### config.mk
export PLATFORM = sky130hd
export DESIGN_NAME = spec_ld_table
export DESIGN_NICKNAME = d
export VERILOG_FILES = /design/src/rtl/spec_ld_pkg.sv /design/src/rtl/spec_ld_range_cmp.sv /design/src/rtl/spec_ld_set.sv /design/src/rtl/spec_ld_table.sv
export SDC_FILE = /design/constraint.sdc
export NUM_CORES = 2
export LEC_CHECK = 0
export BUFFER_PORTS_ARGS = -buffer_cell sky130_fd_sc_hd__buf_2
export CELL_PAD_IN_SITES_DETAIL_PLACEMENT = 1
export CELL_PAD_IN_SITES_GLOBAL_PLACEMENT = 1
export CORE_UTILIZATION = 30
export CTS_CLUSTER_DIAMETER = 60
export DETAILED_ROUTE_END_ITERATION = 8
export PLACE_DENSITY_LB_ADDON = 0.08
export SYNTH_ARGS = -nofsm -noshare
export SYNTH_HDL_FRONTEND = slang
export SYNTH_HIERARCHICAL = 1
export SYNTH_SLANG_ARGS = --single-unit
### constraint.sdc
create_clock -name clk -period 8.55 [get_ports clk]
set_input_delay 1.2825 -clock clk [delete_from_list [all_inputs] [get_ports clk]]
set_output_delay 1.2825 -clock clk [all_outputs]
set_load 0.02 [all_outputs]
### src/rtl/spec_ld_pkg.sv
package spec_ld_pkg;
  localparam int WAYS = 2;
  localparam int SZ_W = 2;

  // Access width in bytes for a size code: 1, 2, 4 or 8.
  function automatic logic [3:0] sz_bytes(input logic [SZ_W-1:0] sz);
    return 4'd1 << sz;
  endfunction
endpackage

### src/rtl/spec_ld_range_cmp.sv
module spec_ld_range_cmp #(
  parameter int AW = 32
) (
  input  logic [AW:0] a_lo,
  input  logic [AW:0] a_hi,
  input  logic [AW:0] b_lo,
  input  logic [AW:0] b_hi,
  output logic        overlap
);
  // Inclusive ranges; one extra bit keeps the end address from wrapping.
  assign overlap = (a_lo <= b_hi) && (b_lo <= a_hi);
endmodule

### src/rtl/spec_ld_set.sv
module spec_ld_set
  import spec_ld_pkg::*;
#(
  parameter int TAG_W = 7,
  parameter int AW    = 32
) (
  input  logic             clk,
  input  logic             rst_n,
  input  logic             alloc_en,
  input  logic [TAG_W-1:0] ld_tag,
  input  logic [AW:0]      ld_lo,
  input  logic [AW:0]      ld_hi,
  input  logic             st_en,
  input  logic [AW:0]      st_lo,
  input  logic [AW:0]      st_hi,
  input  logic [TAG_W-1:0] look_tag,
  output logic             look_hit
);
  logic [WAYS-1:0]  vld_q, vld_n;
  logic [WAYS-1:0]  ovl, keep, same_tag, look_m;
  logic [TAG_W-1:0] tag_q [WAYS];
  logic [AW:0]      lo_q  [WAYS];
  logic [AW:0]      hi_q  [WAYS];
  logic             old_q, old_n;   // way allocated least recently
  logic             way_sel;

  for (genvar w = 0; w < WAYS; w++) begin : g_way
    spec_ld_range_cmp #(.AW(AW)) u_cmp (
      .a_lo   (lo_q[w]),
      .a_hi   (hi_q[w]),
      .b_lo   (st_lo),
      .b_hi   (st_hi),
      .overlap(ovl[w])
    );
    assign keep[w]     = vld_q[w] & ~(st_en & ovl[w]);
    assign same_tag[w] = keep[w] && (tag_q[w] == ld_tag);
    assign look_m[w]   = vld_q[w] && (tag_q[w] == look_tag);
  end

  assign look_hit = |look_m;

  // Way choice: existing tag, then a free way, then the oldest way.
  always_comb begin
    if (|same_tag)     way_sel = same_tag[1];
    else if (!keep[0]) way_sel = 1'b0;
    else if (!keep[1]) way_sel = 1'b1;
    else               way_sel = old_q;
  end

  always_comb begin
    vld_n = keep;
    old_n = old_q;
    if (alloc_en) begin
      vld_n[way_sel] = 1'b1;
      old_n          = ~way_sel;
    end
  end

  always_ff @(posedge clk or negedge rst_n) begin
    if (!rst_n) begin
      vld_q <= '0;
      old_q <= 1'b0;
    end else begin
      vld_q <= vld_n;
      old_q <= old_n;
    end
  end

  always_ff @(posedge clk) begin
    if (alloc_en) begin
      tag_q[way_sel] <= ld_tag;
      lo_q[way_sel]  <= ld_lo;
      hi_q[way_sel]  <= ld_hi;
    end
  end
endmodule

### src/rtl/spec_ld_table.sv
module spec_ld_table
  import spec_ld_pkg::*;
#(
  parameter int TAG_W  = 7,
  parameter int ADDR_W = 32,
  parameter int SETS   = 16
) (
  input  logic              clk,
  input  logic              rst_n,
  input  logic              ld_valid,
  input  logic [TAG_W-1:0]  ld_tag,
  input  logic [ADDR_W-1:0] ld_addr,
  input  logic [1:0]        ld_sz,
  input  logic              st_valid,
  input  logic [ADDR_W-1:0] st_addr,
  input  logic [1:0]        st_sz,
  input  logic              chk_valid,
  input  logic [TAG_W-1:0]  chk_tag,
  output logic              chk_done,
  output logic              chk_hit,
  output logic              reload_req
);
  localparam int IDX_W = $clog2(SETS);
  localparam int PAD_W = ADDR_W - 3;

  logic [ADDR_W:0]  ld_lo, ld_hi, st_lo, st_hi;
  logic [SETS-1:0]  set_hit;
  logic [IDX_W-1:0] ld_idx, chk_idx;
  logic             done_n, hit_n, rel_n;

  assign ld_idx  = ld_tag[IDX_W-1:0];
  assign chk_idx = chk_tag[IDX_W-1:0];
  assign ld_lo   = {1'b0, ld_addr};
  assign st_lo   = {1'b0, st_addr};
  assign ld_hi   = ld_lo + {{PAD_W{1'b0}}, sz_bytes(ld_sz)} - (ADDR_W+1)'(1);
  assign st_hi   = st_lo + {{PAD_W{1'b0}}, sz_bytes(st_sz)} - (ADDR_W+1)'(1);

  for (genvar s = 0; s < SETS; s++) begin : g_set
    spec_ld_set #(.TAG_W(TAG_W), .AW(ADDR_W)) u_set (
      .clk     (clk),
      .rst_n   (rst_n),
      .alloc_en(ld_valid && (ld_idx == IDX_W'(s))),
      .ld_tag  (ld_tag),
      .ld_lo   (ld_lo),
      .ld_hi   (ld_hi),
      .st_en   (st_valid),
      .st_lo   (st_lo),
      .st_hi   (st_hi),
      .look_tag(chk_tag),
      .look_hit(set_hit[s])
    );
  end

  always_comb begin
    done_n = chk_valid;
    hit_n  = chk_valid &  set_hit[chk_idx];
    rel_n  = chk_valid & ~set_hit[chk_idx];
  end

  always_ff @(posedge clk or negedge rst_n) begin
    if (!rst_n) begin
      chk_done   <= 1'b0;
      chk_hit    <= 1'b0;
      reload_req <= 1'b0;
    end else begin
      chk_done   <= done_n;
      chk_hit    <= hit_n;
      reload_req <= rel_n;
    end
  end
endmodule

==> run_results.csv <==
group,metric,value,unit
logic_synthesis,synth_top_family_by_area,"adder cells",
setup_path,r2r_start,"g_set[12].u_set/hi_q[1][7]",
timing,finalClockSkew,0.04471,ns
clock_tree,post_cts_buffers,0,
clock_tree,cts_root_buf,"clkbuf_16",
logic_synthesis,synth-seq-cells,2387,
die,num_rows,246,
setup_path,rr_worst_depth,13,
finish,post-route-util,0.3594,
grt,grt_max_degree,54,
route,vias,96070,
die,fp.dieW,672.9,um
finish,layout-drive-gt1-share,0.1129,
timing,rsz0062_at_grt,"false",
grt,grt_pass1_wl,798600,um
setup_path,cp.required,9.16,ns
finish,ff_latch_area,71420,um^2
finish,nets,14440,
logic_synthesis,synthSimpleGateAreaFrac,0.07307,
die,io_pins,90,
logic_synthesis,async_flop_share,0.02137,
grt,grt_pass1_vias,100600,
logic_synthesis,yosys_most_used_dff,"edfxtp_1",
setup_path,worst_setup_path_end_kind,"register",
die,die_height,672.9,um
route,drcViolationCount,0,
clock_tree,cts_tree,"done",
place,dpl_cell_area,149600,um^2
setup_path,critPathKind,"input pin to register",
die,initial_core_util,0.3011,
finish,final_area,161200,um^2
route,first_pass_iters,5,
setup_path,cp_slowest_cell,"xnor2_2",
clock_tree,insertion_delay,0.98,ns
setup_path,crit_family,"compound AO/OA/AOI/OAI gates",
timing,finalCriticalPeriod,7.404,ns
clock_tree,cts_max_level,5,
setup_path,worst-path-buf-inv,7,
logic_synthesis,synth_compound_area_frac,0.09926,
logic_synthesis,syn_inst,11180,
logic_synthesis,synth-edff-count,2336,
timing,setup_viol,0,
place,dp_hpwl,386100,um
timing,worstMarginPinSlew,1.428,ns
logic_synthesis,syn_avg_cell_area,12.08,um^2
route,drt_wl_total,584100,um
run_status,outcome,"finished, final reports clean",
clock_tree,clk_pin_slew_worst_paths,0.06,ns
setup_path,cpPeakStageDelay,0.94,ns
logic_synthesis,synth_area,135000,um^2
pwr,power_density,220.7,nW/um^2
timing,finalCritPeriodShare,0.8660,
finish,area.growth.synth_to_final,19.35,%
timing,drv_slew,0,
die,fp.coreArea,448500,um^2
clock_tree,cts_hold_buf,0,
setup_path,crit_fanout,40,
timing,max_freq,135.1,MHz
setup_path,critPathArrivalTime,8.01,ns
setup_path,r2r-end,"g_set[12].u_set/hi_q[0][20]",
clock_tree,clock_path_buffers,4,
clock_tree,clock-sinks,2387,
place,place.gp.congestion,0.8532,
logic_synthesis,synthMuxAreaShare,0.0009913,
grt,grt.overflow.total,0,
setup_path,crit_top_cell,"inv_1",
route,avgViaCountPerCell,5.212,
route,drt_iter0_markers,6883,
logic_synthesis,yosys_warnings,6,
setup_path,rrSetupSlack,3.49,ns
route,ant_nets,0,
clock_tree,ctsResizeCount,0,
route,wl_per_cell,31.69,um
logic_synthesis,synthAdderAreaFrac,0.2025,
grt,antenna_found_initial,98,
timing,slew_headroom,0.03899,
finish,multiInputGateArea,56450,um^2
place,io_buffers,89,
run,maxCapViolations,0,
pwr,peakVddDrop,153.4,uV
grt,grt_usage,0.2537,
logic_synthesis,synth_xor_area_frac,0.03223,
logic_synthesis,ys_types,76,
worst_hold_path,holdCritPathClass,"input pin to asynchronous set/reset pin",
clock_tree,numCtsBuffers,351,
logic_synthesis,yosysSeqAreaShare,0.5289,
finish,n_fill_cell,47780,
pwr,leakagePower,69.75,nW
die,die_area,452800,um^2
setup_path,worst_setup_path_start_kind,"input pin",
timing,hold_viol_final,0,
power breakdown:
group	internal (W)	switching [W]	leakage [nW]	total, W
Clock	0.00868	0.00593	5.52	0.0146
Combinational	0.00231	0.00531	42.5	0.00763
Sequential	0.0133	0.0000458	21.7	0.0133
Total	0.0243	0.0113	69.7	0.0356
metrics by stage:
stage	setup slack, ns	hold WS [ns]	power (W)	TNS, ns	std cells
finish	1.146	0.1662	0.03558	0	18430
global route	0.9382	0.1280	0.03689	0	18410
CTS	1.235	0.09320	0.03603	0	18410
detailed placement	0.2224	0.5358	0.02129	0	17770
global placement	0.1235	0.5260	0.02105	0	17770
floorplan	-0.4695	0.4696	0.01719	-68.34	11240
worst max path at each step:
stage                startpoint                           to  slack [ns]  cells past startpoint
finish               st_addr[1]  g_set[11].u_set/hi_q[0][29]        1.15                     26
global route         st_addr[1]  g_set[15].u_set/hi_q[0][22]        0.94                     27
CTS                 st_addr[11]    g_set[4].u_set/hi_q[0][3]        1.23                     24
detailed placement  st_addr[11]   g_set[4].u_set/hi_q[0][21]        0.22                     24
global placement     st_addr[1]   g_set[13].u_set/hi_q[0][8]        0.12                     27
floorplan              st_sz[1]   g_set[10].u_set/hi_q[0][0]       -0.47                     24
kinds of logic (layout without fill, tap and decap cells):
group | after synthesis | count (layout)
adder cells (fa/ha/maj) | 2184 | 2184
multiplexers | 7 | 7
AND/OR/NAND/NOR | 1879 | 1879
buffers and inverters | 2269 | 3484
flip-flops | 2387 | 2387
AO/OA/AOI/OAI | 1957 | 1957
XOR/XNOR | 497 | 497
other | 1 | 85
cell type report:
cell class,count,area share
diodes,21,0.0003260
multi-input cells,6588,0.3502
clock inverters,223,0.01415
well taps,5952,0.04620
inverters,2252,0.05245
flip-flops and latches,2387,0.4431
repair buffers,589,0.03635
clock buffers,420,0.05715
cell usage after synthesis (35+ instances only):
library cell,instances,area share
edfxtp_1,2336,0.52
inv_1,2252,0.063
ha_1,2182,0.20
a21oi_1,631,0.023
nand4_1,487,0.023
xnor2_1,359,0.023
nand2_1,336,0.0093
a21o_1,304,0.017
nand3_1,304,0.011
nor2_1,259,0.0072
o21ai_0,257,0.0095
xor2_1,138,0.0089
nor4_1,117,0.0054
a211oi_1,105,0.0058
and3_1,103,0.0048
nor3_1,82,0.0030
o31ai_1,70,0.0039
nor2b_1,69,0.0032
a21oi_2,64,0.0042
nand2b_1,61,0.0028
dfrtp_1,51,0.0095
a21boi_0,50,0.0028
nand3b_1,36,0.0020
a211o_1,35,0.0023
a221oi_1,35,0.0023
o21ai_1,35,0.0013
routing by layer:
layer / part of all wire / GRT usage / vias up
met5: 0.00012 / 0 / -
met4: 0.036 / 0.08134 / 10
met3: 0.045 / 0.02829 / 765
met2: 0.49 / 0.4426 / 2199
met1: 0.43 / 0.3273 / 50210
li1: - / - / 42890
registers in the layout, summed over array words and instances (netlist names):
signal / flops
reload_req: 1
g_set.u_set/tag_q: 224
chk_done: 1
g_set.u_set/hi_q: 1056
chk_hit: 1
g_set.u_set/old_q: 16
g_set.u_set/vld_q: 32
g_set.u_set/lo_q: 1056
worst register-to-register path, stage by stage, from the launching register on:
cell and delay, ns:
edfxtp_1 0.32, inv_1 0.04, ha_1 0.30, and3_1 0.20, a221oi_1 0.27, o21ai_0 0.12
o31ai_1 0.95, o2111ai_2 0.81, a2bb2oi_2 0.61, a21boi_2 0.13, nand4_1 0.15, o21ai_0 0.20
nor2_4 0.28, buf_12 0.26
placed cells by master, fill, tap and decap left out, types with 34 or more instances in the layout:
cell type / n
conb_1: 64
dfrtp_1: 51
edfxtp_1: 2336
xnor2_1: 330
a21boi_0: 50
nand4_1: 487
clkbuf_1: 60
a21o_1: 304
buf_12: 131
nor2b_1: 69
clkinvlp_4: 35
and3_1: 102
nor2_1: 240
o21ai_0: 250
nand2_1: 336
o31ai_1: 67
o211ai_1: 34
nor3_1: 80
a21oi_1: 629
inv_1: 2250
buf_2: 81
nand3b_1: 36
buf_4: 377
a221o_1: 34
xor2_1: 118
nor4_1: 106
a21oi_2: 64
clkinv_2: 47
a211o_1: 35
a221oi_1: 35
o21ai_1: 42
a311oi_1: 34
ha_1: 2180
clkbuf_16: 358
a211oi_1: 105
nand2b_1: 61
nand3_1: 304
clkinv_1: 49
(Power assumes the default switching activity.)
